==> src/rtl/par_port_pair.sv <==
module par_port_pair #(
  parameter int GROUPS = 2,
  parameter int ADDR_W = 4
) (
  input  logic                       clk,
  input  logic                       rst_n,
  input  logic [ADDR_W-1:0]          addr,
  input  logic                       wr_en,
  input  logic [7:0]                 wdata,
  output logic [7:0]                 rdata,
  input  logic [GROUPS*24-1:0]       pad_in,
  output logic [GROUPS*24-1:0]       pad_out,
  output logic [GROUPS*24-1:0]       pad_oe
);
  localparam int GW    = ADDR_W - 2;
  localparam int GBITS = 24;
  localparam int LINES = GROUPS * GBITS;

  logic [LINES-1:0] sync1_q, sync2_q;
  logic [7:0]       ctl_q [GROUPS];
  logic [GBITS-1:0] lat_q [GROUPS];

  wire [GW-1:0] grp    = addr[ADDR_W-1:2];
  wire [1:0]    sub    = addr[1:0];
  wire          in_win = ({{(32-GW){1'b0}}, grp} < 32'(GROUPS));

  always_ff @(posedge clk) begin
    if (!rst_n) begin
      sync1_q <= '0;
      sync2_q <= '0;
    end else begin
      sync1_q <= pad_in;
      sync2_q <= sync1_q;
    end
  end

  for (genvar g = 0; g < GROUPS; g++) begin : g_grp
    wire hit = wr_en && in_win && (grp == GW'(g));
    wire [7:0] c = ctl_q[g];

    always_ff @(posedge clk) begin
      if (!rst_n) begin
        ctl_q[g] <= 8'h80;
        lat_q[g] <= '0;
      end else if (hit && sub == 2'd3) begin
        if (wdata[7]) begin
          ctl_q[g] <= wdata;
          lat_q[g] <= '0;
        end
      end else if (hit) begin
        lat_q[g][8*sub +: 8] <= wdata;
      end
    end

    assign pad_out[g*GBITS +: GBITS] = lat_q[g];
    assign pad_oe[g*GBITS +: GBITS]  = {{4{~c[3]}}, {4{~c[0]}}, {8{~c[1]}}, {8{~c[4]}}};

    a_r4_modeset_clears: assert property (@(posedge clk) disable iff (!rst_n)
      (wr_en && addr == ADDR_W'(4*g+3) && wdata[7]) |=> (pad_out[g*GBITS +: GBITS] == '0));

    a_r3_dir_from_word: assert property (@(posedge clk) disable iff (!rst_n)
      (wr_en && addr == ADDR_W'(4*g+3) && wdata[7]) |=>
        (pad_oe[g*GBITS +: 8] == {8{!$past(wdata[4])}}) &&
        (pad_oe[g*GBITS+8 +: 8] == {8{!$past(wdata[1])}}) &&
        (pad_oe[g*GBITS+16 +: 4] == {4{!$past(wdata[0])}}) &&
        (pad_oe[g*GBITS+20 +: 4] == {4{!$past(wdata[3])}}));

    a_r8_plain_ctl_ignored: assert property (@(posedge clk) disable iff (!rst_n)
      (wr_en && addr == ADDR_W'(4*g+3) && !wdata[7]) |=>
        $stable(pad_oe[g*GBITS +: GBITS]) && $stable(pad_out[g*GBITS +: GBITS]));

    for (genvar p = 0; p < 3; p++) begin : g_port
      a_r5_port_latch: assert property (@(posedge clk) disable iff (!rst_n)
        (wr_en && addr == ADDR_W'(4*g+p)) |=>
          (pad_out[g*GBITS+8*p +: 8] == $past(wdata)) && $stable(pad_oe));
    end
  end

  always_comb begin
    rdata = 8'h00;
    for (int g = 0; g < GROUPS; g++) begin
      if (in_win && grp == GW'(g)) begin
        if (sub == 2'd3) rdata = ctl_q[g];
        else             rdata = sync2_q[g*GBITS + 8*int'(sub) +: 8];
      end
    end
  end

  a_r9_high_window_ignored: assert property (@(posedge clk) disable iff (!rst_n)
    (wr_en && !in_win) |=> $stable(pad_out) && $stable(pad_oe));

endmodule

==> config.mk <==
export PLATFORM = sky130hd
export DESIGN_NAME = par_port_pair
export DESIGN_NICKNAME = d
export VERILOG_FILES = /design/src/rtl/par_port_pair.sv
export SDC_FILE = /design/constraint.sdc
export NUM_CORES = 1
export LEC_CHECK = 0
export BUFFER_PORTS_ARGS = -buffer_cell sky130_fd_sc_hd__buf_2
export CAP_MARGIN = 20
export CORE_ASPECT_RATIO = 0.7
export CORE_MARGIN = 2
export CORE_UTILIZATION = 52
export DETAILED_ROUTE_END_ITERATION = 6
export PLACE_DENSITY = 0.79
export SETUP_SLACK_MARGIN = 0.2
export SLEW_MARGIN = 0
export SYNTH_ARGS = -nofsm -noshare
export SYNTH_HDL_FRONTEND = slang
export SYNTH_SLANG_ARGS = --single-unit
==> constraint.sdc <==
create_clock -name clk -period 2.7 [get_ports clk]
set_input_delay 0.675 -clock clk [delete_from_list [all_inputs] [get_ports clk]]
set_output_delay 0.675 -clock clk [all_outputs]
set_load 0.02 [all_outputs]
-- Word level (Yosys, flattened, before mapping)
Memory sizes are Yosys's and may differ from the RTL's.
Index checks and enable logic that the tools add are counted.
- output and inout bits: 104
- memory bits (writable): 64
- word-level logic and storage cells: 153
- register bits: 96
- memories kept: 2
- memories (memory ; words ; width ; rd ports ; clocked after memory_dff ; write ports ; RTL line ; text):
    lat_q ; 2 ; 24 ; 2 ; 0 ; 2 ; 21 ; logic [GBITS-1:0] lat_q [GROUPS];
    ctl_q ; 2 ; 8 ; 2 ; 0 ; 2 ; 20 ; logic [7:0] ctl_q [GROUPS];
- mux-type cells: 72
- order comparisons: 1
- reductions and logical operators: 8
- bitwise gates (word level): 60
- equal/unequal tests: 2
- shifts and indexed selects: 4
- add/sub/neg operators: 2
- operators by type and width (cell ; count):
    2-to-1 mux 24 bit ; 4
    2-to-1 mux 1 bit ; 62
    OR 1 bit ; 52
    2-to-1 mux 8 bit ; 6
    variable part select 48 x 6 -> 8 bit ; 1
    variable part select 48 x 7 -> 8 bit ; 1
    negator 5 -> 34 bit ; 1
    variable shift 8 x 34 -> 24 bit, first input constant ; 1
    variable part select 8 x 34 -> 24 bit ; 1
    NOT 1 bit ; 8
    logical AND 1 bit ; 7
    adder 5 x 5 -> 6 bit, first input constant ; 1
    == test 2 x 1 -> 1 bit, second input constant ; 1
    == test 2 bit, second input constant ; 1
    logical NOT 2 bit ; 1
    less-than comparator 2 bit, second input constant ; 1

-- Longest topological paths before layout
Gate-level depths: netlist of run 1.
- word-level depth: 9
- mapped depth: 6
- mapped depth without buffers: 5

-- Worst setup path after synthesis of run 1
Ideal clock, no wire load.
- path kind: input to output
- start point: input port addr[0]
- end point: output port rdata[2]
- path buffers: 2
- data required time: 2025 ps
- setup slack: 57 ps
- cell stages on the path: 5
- arrival time: 1968 ps
- cell sequence: ha_1 > clkbuf_1 > clkbuf_1 > a221oi_1 > o32ai_1
- word-level cells in the longest chain between the ends: 4
- elaborated cells on any way between the ends: 8
- those cells by class: add/sub: 1; eq/ne: 1; shift: 2; mux: 4
- ends and longest elaborated chain (what ; RTL line ; text):
    start: declaration ; 7 ; input logic [ADDR_W-1:0] addr,
    adder 5 x 5 -> 6 bit, or another cell as far along ; 84 ; else rdata = sync2_q[g*GBITS + 8*int'(sub) +: 8];
    variable part select 48 x 7 -> 8 bit or 2-to-1 mux 8 bit (tied branches) ; 84, 83 ;
    2-to-1 mux 8 bit, on equally long branches ; 83, 82 ;
    2-to-1 mux 8 bit (*) ; 82 ; if (in_win && grp == GW'(g)) begin
    end: declaration ; 10 ; output logic [7:0] rdata,
Every way passes the cells marked *; elsewhere a longest branch is shown, timed or not.

-- Worst setup path in the final report of run 1
- start point: input port addr[0]
- end point: output port rdata[5]
Same word-level chain as after synthesis.

==> flow_metrics.py, run 1 <==
metrics = {
    "run_status": {
        "status": "finished, final reports clean",
    },
    "pwr": {
        "seqPwrFrac": 0.490,
        "switchingPower_mw": 1.28,
        "leakagePower_nw": 3.39,
        "power_frac_clock": 0.413,
        "switching_share": 0.234,
        "p_comb_frac": 0.098,
        "cellPowerDensity_nw_per_um2": 712,
        "power_report.internal_total_mw": 4.19,
        "ir_worst_vdd_mv": 0.344,
        "post-layout-total-power_mw": 5.46,
    },
    "clock_tree": {
        "clkSlewWorstSetupHoldPaths_ns": 0.05,
        "numClockSinks": 160,
        "tritoncts": "yes",
        "max_root_sink_buffers": 2,
        "cts-buffers-inserted": 17,
        "clock_insertion_delay_worst_skew_ns": 0.42,
        "ctsHtreeMaxLevel": 4,
        "clockRootBuffer": "sky130_fd_sc_hd__clkbuf_16",
    },
    "die": {
        "std_cell_rows": 33,
        "design.core.area_um2": 11600,
        "boundaryPins": 167,
        "floorplan.die_area_um2": 12800,
        "chipHeight_um": 95.1,
        "floorplan.initialDensity": 0.530,
        "die_width_um": 134,
    },
    "timing": {
        "setup_viol_count_final": 0,
        "fin_skew_ns": 0.00923,
        "worst_pin_slew_ns": 0.592,
        "drv_slew": 0,
        "fin_tns_setup_ns": 0,
        "layout_min_cycle_time_ns": 2.53,
        "fin_crit_sh": 0.938,
        "grt_setup_unrepaired": "yes",
        "timing.max_slew.rel_slack": 0.605,
        "final_hold_viols": 0,
        "maxClockFrequency_ghz": 0.395,
    },
    "global_routing": {
        "via_count_of_the_first_global_routing_pass": 3693,
        "globalRouteTotalUtil": 0.215,
        "grt_pass1_wl_um": 20100,
        "grt_antenna_before_repair": 0,
        "grt_start_max_net_pins": 97,
        "global_route.overflow_total": 0,
    },
    "final_layout": {
        "design_area_um2": 7670,
        "final.fill_count": 863,
        "nNetsFinal": 688,
        "most_frequent_cells_in_the_layout": "sky130_fd_sc_hd__buf_2, sky130_fd_sc_hd__and2_1, sky130_fd_sc_hd__dfxtp_1",
        "layout-drive-gt1-share": 0.405,
        "antenna-diode-count": 0,
        "layout.core_utilization": 0.659,
        "synthToLayoutAreaGrowth_pct": 24.4,
        "layout.cells.most_common": "sky130_fd_sc_hd__buf_2",
    },
    "setup_path": {
        "worst-r2r-setup-slack_ns": 2.13,
        "timing.critical_path.fanout_max": 8,
        "critical_path_required_ns": 2.03,
        "criticalPathCategory": "in -> out",
        "worst_setup_path_start_kind": "primary input",
        "data_arrival_at_the_endpoint_of_the_critical_path_ns": 1.86,
        "category_of_the_worst_setup_path_capture_point": "output pin",
    },
    "yosys": {
        "post_synth.cell_area_avg_um2": 13.0,
        "synthDistinctLibCells": 32,
        "synth_seq_cells": 160,
        "post_synth_inst_count": 474,
        "synth_largest_area_cell": "sky130_fd_sc_hd__dfxtp_1",
        "synth_area_um2": 6170,
        "synth-warning-count": 0,
        "portion_of_the_post_synthesis_area_used_by_sequential_elements": 0.623,
        "synthDominantCellAreaShare": 0.312,
        "synth_area_leaders": "sky130_fd_sc_hd__dfxtp_1, sky130_fd_sc_hd__edfxtp_1, sky130_fd_sc_hd__and2_1",
    },
    "placed_design": {
        "post_dp_cell_area_um2": 6950,
        "number_of_port_buffers": 166,
        "dp_hpwl_um": 9400,
        "routabilityCongestion": 0.927,
    },
    "routing": {
        "antenna_left": 0,
        "vias_per_cell": 4.88,
        "detail_route.wirelength_um": 13100,
        "wl_per_cell_um": 16.7,
        "drtPass1Iterations": 5,
        "remaining_drc_errors": 0,
        "detailedRoute.firstIterationViolations": 213,
        "vias": 3842,
    },
    "min_path": {
        "timing.hold.worst.class": "reg -> reg",
    },
    "flow_run": {
        "max_cap_viol_count": 0,
    },
}
==> sequential cells by signal (all words and copies together), names as in the netlist <==
| name | count |
|---|---|
| ctl_q | 16 |
| lat_q | 48 |
| sync2_q | 48 |
| sync1_q | 48 |
==> power groups by stage <==
stage | registers (mW) | clock network (mW) | logic [mW]
final | 2.68 | 2.25 | 0.534
after global routing | 2.69 | 2.39 | 0.575
after CTS | 2.68 | 2.28 | 0.527
after detailed placement | 2.73 | 0 | 0.505
after global placement | 2.72 | 0 | 0.496
after floorplan | 2.77 | 0 | 0.294
==> repair_timing <==
| action | 4_1_cts | 5_1_grt |
|---|---|---|
| endpoints found under the hold margin | 0 | 0 |
| hold buffers | 0 | 0 |
| setup endpoints to repair | 8 | 8 |
| pin swaps | 1 | 2 |
| gates cloned | 1 | 1 |
| setup buffers | 2 | 0 |
| gates resized for setup | 21 | 8 |
==> cell families after synthesis <==
| family | Yosys count | synth area share |
|---|---|---|
| flip-flops | 160 | 0.623 |
| buffers and inverters | 74 | 0.0726 |
| multiplexers | 24 | 0.0598 |
| AND/OR/NAND/NOR | 181 | 0.198 |
| AO/OA/AOI/OAI | 28 | 0.0333 |
| other | 1 | 0.000608 |
| adder cells (fa/ha/maj) | 6 | 0.0122 |
==> area by class of cell <==
cell class	count	area [µm²]	area share
inverters	12	46.3	0.00603
clock buffers	23	514	0.0670
repair buffers	187	1050	0.137
well taps	157	196	0.0256
multi-input cells	241	1970	0.257
flip-flops and latches	160	3840	0.501
clock inverters	7	47.5	0.00620
==> per-stage QoR <==
| stage | hold WS [ns] | setup slack, ns | instances |
|---|---|---|---|
| after CTS | 0.432 | 0.171 | 786 |
| final | 0.431 | 0.167 | 787 |
| after global placement | 0.422 | -0.112 | 753 |
| after detailed placement | 0.418 | -0.133 | 753 |
| after global routing | 0.450 | 0.106 | 787 |
| after floorplan | 0.412 | 0.231 | 475 |
==> path summary, 6_finish.rpt <==
check | start | endpoint | cells after the start
min reg2reg | sync1_q[24] | sync2_q[24] | 1
max reg2reg | sync1_q[6] | sync2_q[6] | 1
min | sync1_q[24] | sync2_q[24] | 1
max | addr[0] | rdata[5] | 6
==> critical path, cell delays in order <==
cell and delay, ns:
sky130_fd_sc_hd__buf_12 0.11, sky130_fd_sc_hd__buf_6 0.10, sky130_fd_sc_hd__mux4_2 0.49, sky130_fd_sc_hd__mux2i_1 0.17, sky130_fd_sc_hd__o32ai_2 0.12, sky130_fd_sc_hd__buf_4 0.20
==> per-layer routing <==
| layer | vias to the layer above | wire (µm) | GRT usage | part of all wire |
|---|---|---|---|---|
| met5 | - | 0 | 0 | 0 |
| met4 | 0 | 75 | 0.0491 | 0.0057 |
| met3 | 5 | 996 | 0.0686 | 0.076 |
| met2 | 172 | 5960 | 0.321 | 0.45 |
| met1 | 1818 | 6080 | 0.308 | 0.46 |
| li1 | 1847 | - | - | - |
==> cells in the mapped netlist <==
library cell,count
sky130_fd_sc_hd__nor2_1,2
sky130_fd_sc_hd__buf_2,6
sky130_fd_sc_hd__mux2i_1,8
sky130_fd_sc_hd__o32ai_1,4
sky130_fd_sc_hd__nand2b_1,1
sky130_fd_sc_hd__clkinv_1,1
sky130_fd_sc_hd__or2_2,1
sky130_fd_sc_hd__a221oi_1,8
sky130_fd_sc_hd__mux2_2,8
sky130_fd_sc_hd__o22ai_1,4
sky130_fd_sc_hd__inv_1,11
sky130_fd_sc_hd__buf_4,41
sky130_fd_sc_hd__buf_6,1
sky130_fd_sc_hd__clkbuf_1,13
sky130_fd_sc_hd__nor3_4,6
sky130_fd_sc_hd__nand4_1,1
sky130_fd_sc_hd__mux4_2,3
sky130_fd_sc_hd__edfxtp_1,64
sky130_fd_sc_hd__or3b_4,2
sky130_fd_sc_hd__clkbuf_2,1
sky130_fd_sc_hd__nand4b_2,3
sky130_fd_sc_hd__dfxtp_1,96
sky130_fd_sc_hd__o21ai_0,6
sky130_fd_sc_hd__mux4_1,5
sky130_fd_sc_hd__and2_1,158
sky130_fd_sc_hd__nand3_1,1
sky130_fd_sc_hd__ha_1,6
sky130_fd_sc_hd__conb_1,1
sky130_fd_sc_hd__o21a_1,2
sky130_fd_sc_hd__nor2b_1,5
sky130_fd_sc_hd__nand3b_1,1
sky130_fd_sc_hd__a21o_1,4
(Power assumes the default switching activity.)
==> run 2, diff against run 1 <==
--- a/config.mk
+++ b/config.mk
@@ -5,6 +5,7 @@
 export SDC_FILE = /design/constraint.sdc
 export NUM_CORES = 1
 export LEC_CHECK = 0
+export ABC_CLOCK_PERIOD_IN_PS = 2600
 export BUFFER_PORTS_ARGS = -buffer_cell sky130_fd_sc_hd__buf_2
 export CAP_MARGIN = 20
 export CORE_ASPECT_RATIO = 0.7
==> constraint.sdc (replaced) <==
create_clock -name clk -period 2.6 [get_ports clk]
set_input_delay 0.65 -clock clk [delete_from_list [all_inputs] [get_ports clk]]
set_output_delay 0.65 -clock clk [all_outputs]
set_load 0.02 [all_outputs]
==> run 2 against run 1 <==
Register-to-register slack got worse by 0.12 ns. Critical path depth fell by 1. Sequential power up 4%. Clock power up 5%. Combinational power up 8.1%. Clock skew is 0.0015 ns higher. Wire length up 3.3%. Flip-flop and latch count did not move. Utilization increased by 0.77 points. Critical endpoint unchanged. Largest cell class unchanged. Largest power group unchanged.
==> flow_metrics.py, run 2 (synthesized netlist as in run 1, its figures left out) <==
metrics = {
    "die": {
        "floorplan.initialDensity": 0.530,
        "chipHeight_um": 95.1,
        "design.core.area_um2": 11600,
        "die_width_um": 134,
        "std_cell_rows": 33,
        "floorplan.die_area_um2": 12800,
        "boundaryPins": 167,
    },
    "pwr": {
        "leakagePower_nw": 3.39,
        "cellPowerDensity_nw_per_um2": 738,
        "ir_worst_vdd_mv": 0.458,
    },
    "routing": {
        "detailedRoute.firstIterationViolations": 269,
        "wl_per_cell_um": 17.2,
        "vias": 3904,
        "vias_per_cell": 4.95,
        "drtPass1Iterations": 4,
        "antenna_left": 0,
        "detail_route.wirelength_um": 13500,
        "remaining_drc_errors": 0,
    },
    "setup_path": {
        "critical_path_required_ns": 1.95,
        "worst_path_dominant_cell_family": "multiplexers",
        "cp.buffers_inverters": 2,
        "worst_setup_path_start_kind": "primary input",
        "timing.critical_path.fanout_max": 4,
        "criticalPathCategory": "in -> out",
        "crit_path_max_incr_delay_ns": 0.52,
        "worstPathCellList": "buf_16 > mux4_2 > mux2i_2 > o32ai_2 > buf_2",
        "critPathSlowestCell": "sky130_fd_sc_hd__mux4_2",
        "category_of_the_worst_setup_path_capture_point": "output pin",
        "data_arrival_at_the_endpoint_of_the_critical_path_ns": 1.80,
    },
    "global_routing": {
        "global_route.overflow_total": 0,
        "grt_antenna_before_repair": 0,
        "via_count_of_the_first_global_routing_pass": 3664,
        "grt_start_max_net_pins": 97,
        "grt_pass1_wl_um": 20200,
        "globalRouteTotalUtil": 0.217,
    },
    "clock_tree": {
        "ctsHtreeMaxLevel": 4,
        "tritoncts": "yes",
        "max_root_sink_buffers": 2,
        "numClockSinks": 160,
        "clkSlewWorstSetupHoldPaths_ns": 0.07,
        "cts-buffers-inserted": 17,
        "holdBufCountCts": 0,
        "clock_insertion_delay_worst_skew_ns": 0.43,
        "clockRootBuffer": "sky130_fd_sc_hd__clkbuf_16",
    },
    "final_layout": {
        "layout-drive-gt1-share": 0.419,
        "total_area_of_multi_input_combinational_cells_um2": 1990,
        "final.fill_count": 853,
        "antenna-diode-count": 0,
        "design_area_um2": 7760,
        "synthToLayoutAreaGrowth_pct": 25.8,
        "ff_latch_area_um2": 3840,
        "reg.largest.list": "lat_q (48), sync1_q (48), sync2_q (48)",
        "nNetsFinal": 688,
        "layout.core_utilization": 0.667,
        "most_frequent_cells_in_the_layout": "sky130_fd_sc_hd__and2_1, sky130_fd_sc_hd__buf_2, sky130_fd_sc_hd__dfxtp_1",
    },
    "timing": {
        "fin_tns_setup_ns": 0,
        "grt_setup_unrepaired": "yes",
        "fin_crit_sh": 0.941,
        "timing.max_slew.rel_slack": 0.589,
        "final_hold_viols": 0,
        "layout_min_cycle_time_ns": 2.45,
        "maxClockFrequency_ghz": 0.409,
        "worst_pin_slew_ns": 0.616,
        "setup_viol_count_final": 0,
        "fin_skew_ns": 0.0107,
        "drv_slew": 0,
    },
    "placed_design": {
        "routabilityCongestion": 0.937,
        "dp_hpwl_um": 9300,
        "number_of_port_buffers": 166,
        "post_dp_cell_area_um2": 6960,
    },
    "min_path": {
        "timing.hold.worst.class": "in -> reg",
    },
    "flow_run": {
        "max_cap_viol_count": 0,
    },
    "run_status": {
        "status": "finished, final reports clean",
    },
}
run 2: final timing paths:
path | slack [ns] | start | end | cells after the start
min | 0.43 | pad_in[10] | sync1_q[10] | 2
max | 0.15 | addr[0] | rdata[5] | 5
min reg2reg | 0.43 | sync1_q[26] | sync2_q[26] | 1
max reg2reg | 2.01 | sync1_q[0] | sync2_q[0] | 1
run 2: what timing repair did:
action | CTS | global route
endpoints found under the setup margin | 8 | 8
hold endpoints to repair | 0 | 0
buffers inserted | 0 | 2
gates cloned | 3 | 0
pin swaps | 6 | 5
resized for setup | 31 | 11
run 2: layout make-up:
type / instances / area share
clock buffers: 19 / 0.0571
inverters: 12 / 0.00596
well taps: 157 / 0.0253
clock inverters: 13 / 0.0163
flip-flops and latches: 160 / 0.495
multi-input cells: 241 / 0.257
repair buffers: 187 / 0.143
run 2: metrics by stage:
step	power (mW)	instances	hold slack, ns	worst slack, ns
2_1_floorplan	3.18	475	0.412	0.156
3_3_place_gp	3.35	752	0.421	-0.170
3_5_place_dp	3.36	752	0.423	-0.229
4_1_cts	5.73	787	0.419	0.181
5_1_grt	5.91	789	0.415	0.122
6_report	5.73	789	0.429	0.154
run 2: report_power, final:
part | internal [mW] | total (mW) | leakage [nW] | switching, mW
combinational | 0.236 | 0.577 | 1.71 | 0.341
sequential | 2.73 | 2.78 | 1.41 | 0.0472
clock | 1.36 | 2.37 | 0.279 | 1.01
total | 4.33 | 5.73 | 3.39 | 1.40
run 2: metal layers:
layer,up-vias,GRT usage,wire length [µm]
met4,0,0.0851,261
met3,23,0.0643,1060
met5,-,0,0
met2,198,0.319,5990
met1,1836,0.305,6230
li1,1847,-,-
==> run 3, diff against run 2 <==
--- a/config.mk
+++ b/config.mk
@@ -5,6 +5,7 @@
 export SDC_FILE = /design/constraint.sdc
 export NUM_CORES = 1
 export LEC_CHECK = 0
+export ABC_AREA = 1
 export ABC_CLOCK_PERIOD_IN_PS = 2600
 export BUFFER_PORTS_ARGS = -buffer_cell sky130_fd_sc_hd__buf_2
 export CAP_MARGIN = 20
==> run 3 against run 2 <==
Count of clock-buffer cells in the layout is 2 lower. Clock power is 7% higher. Cell count is 33% higher. Area after synthesis is 2.8% higher. Largest cell class unchanged. Largest power group unchanged. Highest routed layer unchanged.
==> flow_metrics.py, run 3 <==
metrics = {
    "setup_path": {
        "critical_path_required_ns": 1.95,
        "category_of_the_worst_setup_path_capture_point": "output pin",
        "timing.critical_path.fanout_max": 13,
        "criticalPathCategory": "in -> out",
        "data_arrival_at_the_endpoint_of_the_critical_path_ns": 1.69,
        "worst_setup_path_start_kind": "primary input",
        "depth_of_the_most_critical_reg_to_reg_path": 2,
    },
    "clock_tree": {
        "cts-buffers-inserted": 17,
        "holdBufCountCts": 0,
        "tritoncts": "yes",
        "numClockSinks": 160,
        "clkSlewWorstSetupHoldPaths_ns": 0.06,
        "ctsHtreeMaxLevel": 4,
        "clock_insertion_delay_worst_skew_ns": 0.41,
        "max_root_sink_buffers": 2,
        "clockRootBuffer": "sky130_fd_sc_hd__clkbuf_16",
    },
    "timing": {
        "layout_min_cycle_time_ns": 2.34,
        "setup_viol_count_final": 0,
        "maxClockFrequency_ghz": 0.427,
        "worst_pin_slew_ns": 0.847,
        "grt_setup_unrepaired": "yes",
        "whs_ns": 0.411,
        "fin_crit_sh": 0.900,
        "fin_skew_ns": 0.00525,
        "final_critical_path_setup_slack_ns": 0.260,
        "fin_tns_setup_ns": 0,
        "timing.max_slew.rel_slack": 0.435,
        "drv_slew": 0,
        "final_hold_viols": 0,
    },
    "final_layout": {
        "layout-drive-gt1-share": 0.256,
        "antenna-diode-count": 0,
        "synthToLayoutAreaGrowth_pct": 23.5,
        "most_frequent_cells_in_the_layout": "sky130_fd_sc_hd__nand2_1, sky130_fd_sc_hd__buf_2, sky130_fd_sc_hd__inv_1",
        "reg.largest.list": "lat_q (48), sync1_q (48), sync2_q (48)",
        "nNetsFinal": 951,
        "layout.cells.most_common": "sky130_fd_sc_hd__nand2_1",
    },
    "global_routing": {
        "globalRouteTotalUtil": 0.224,
        "grt_antenna_before_repair": 0,
        "via_count_of_the_first_global_routing_pass": 4379,
        "global_route.overflow_total": 0,
        "grt_pass1_wl_um": 21900,
        "grt_start_max_net_pins": 97,
    },
    "flow_run": {
        "max_cap_viol_count": 0,
    },
    "min_path": {
        "timing.hold.worst.class": "reg -> reg",
        "worstHoldPathCells": 2,
    },
    "die": {
        "design.core.area_um2": 11800,
        "std_cell_rows": 33,
        "floorplan.initialDensity": 0.537,
        "die_width_um": 136,
        "floorplan.die_area_um2": 13100,
        "chipHeight_um": 96.4,
        "boundaryPins": 167,
    },
    "yosys": {
        "synth_largest_area_cell": "sky130_fd_sc_hd__dfxtp_1",
        "ys_async_sr_fraction": 0,
        "post_synth_inst_count": 740,
        "synthFlopType": "sky130_fd_sc_hd__dfxtp_1",
        "synth-warning-count": 0,
        "post_synth.cell_area_avg_um2": 8.57,
        "portion_of_the_post_synthesis_area_used_by_sequential_elements": 0.606,
        "synth_seq_cells": 160,
        "number_of_synthesized_flops_with_an_enable_pin": 64,
        "synthDominantCellAreaShare": 0.303,
        "synthDistinctLibCells": 19,
        "synth_area_um2": 6340,
        "synth_most_common_cell": "sky130_fd_sc_hd__nand2_1",
        "synth_area_leaders": "sky130_fd_sc_hd__dfxtp_1, sky130_fd_sc_hd__edfxtp_1, sky130_fd_sc_hd__nand2_1",
        "ys_top_cells_by_count": "sky130_fd_sc_hd__nand2_1, sky130_fd_sc_hd__inv_1, sky130_fd_sc_hd__dfxtp_1",
    },
    "pwr": {
        "ir_worst_vdd_mv": 0.495,
        "cellPowerDensity_nw_per_um2": 755,
        "leakagePower_nw": 4.18,
    },
    "routing": {
        "detail_route.wirelength_um": 14400,
        "remaining_drc_errors": 0,
        "antenna_left": 0,
        "detailedRoute.firstIterationViolations": 406,
        "drtPass1Iterations": 5,
        "wl_per_cell_um": 13.7,
        "vias_per_cell": 4.64,
        "vias": 4882,
    },
    "run_status": {
        "status": "finished, final reports clean",
    },
    "placed_design": {
        "dp_hpwl_um": 10600,
        "number_of_port_buffers": 166,
        "pre_cts_ws_ns": 0.167,
        "routabilityCongestion": 0.938,
    },
}
run 3: cell types whose count changed after synthesis, moves of 11 or more:
cell                      before  now
sky130_fd_sc_hd__and2_1      158    0
sky130_fd_sc_hd__buf_2         6   17
sky130_fd_sc_hd__inv_1        11  134
sky130_fd_sc_hd__nand2_1       0  220
sky130_fd_sc_hd__nand3_1       1   45
sky130_fd_sc_hd__nor2_1        2   91
run 3: power by group:
part / internal [mW] / switching [mW] / total [mW] / leakage [nW]
clock: 1.46 / 1.07 / 2.54 / 0.304
combinational: 0.197 / 0.399 / 0.596 / 2.47
sequential: 2.73 / 0.0438 / 2.78 / 1.41
run 3: per-layer routing:
| metal | GRT usage | up-vias | routed length [µm] |
|---|---|---|---|
| li1 | - | 2443 | - |
| met1 | 0.334 | 2191 | 6760 |
| met2 | 0.325 | 227 | 5990 |
| met3 | 0.0579 | 21 | 1470 |
| met4 | 0.0616 | 0 | 168 |
| met5 | 0 | - | 0 |
run 3: worst max-delay path, stage by stage:
cell and delay (ns):
sky130_fd_sc_hd__buf_4 0.16, sky130_fd_sc_hd__ha_4 0.18, sky130_fd_sc_hd__inv_4 0.08, sky130_fd_sc_hd__buf_12 0.13, sky130_fd_sc_hd__nor2_1 0.05, sky130_fd_sc_hd__nor2_2 0.13, sky130_fd_sc_hd__nand2_1 0.07, sky130_fd_sc_hd__nand2_1 0.08
sky130_fd_sc_hd__buf_4 0.14
run 3: cell families after synthesis:
kind of cell | synth area share
buffers and inverters | 0.147
AOI/OAI and AO/OA | 0.00710
and+or+nand+nor | 0.228
other | 0.000591
DFF | 0.606
adders and majority gates | 0.0118
run 3: worst paths after layout:
check | to | startpoint | slack, ns
worst min-delay path | sync2_q[29] | sync1_q[29] | 0.41
worst max register to register | sync2_q[27] | sync1_q[27] | 2.02
worst min register to register | sync2_q[29] | sync1_q[29] | 0.41
worst max-delay path | rdata[2] | addr[0] | 0.26
run 3: per-stage QoR:
step | util | cell area [µm²] | power [mW] | cells
5_1_grt | 0.663 | 7830 | 6.12 | 1052
2_1_floorplan | - | 6350 | 3.22 | 741
6_report | 0.663 | 7830 | 5.91 | 1052
3_5_place_dp | 0.605 | 7140 | 3.41 | 1019
4_1_cts | 0.660 | 7790 | 5.93 | 1052
3_3_place_gp | 0.605 | 7140 | 3.40 | 1019
run 3: repair_timing:
item                       CTS  global route
gates cloned                 1             0
buffers inserted             0             0
hold endpoints to repair     0             0
setup endpoints to repair    2             8
resized for setup            2            16
pin swaps                    1             0
run 3: area by class of cell:
type / instances / area, µm²
clock inverter: 15 / 188
tap: 157 / 196
clock buffer: 17 / 425
fill: 1000 / 3980
multi-input combinational: 380 / 1590
inverter: 137 / 522
sequential: 160 / 3840
timing repair buffer: 186 / 1070
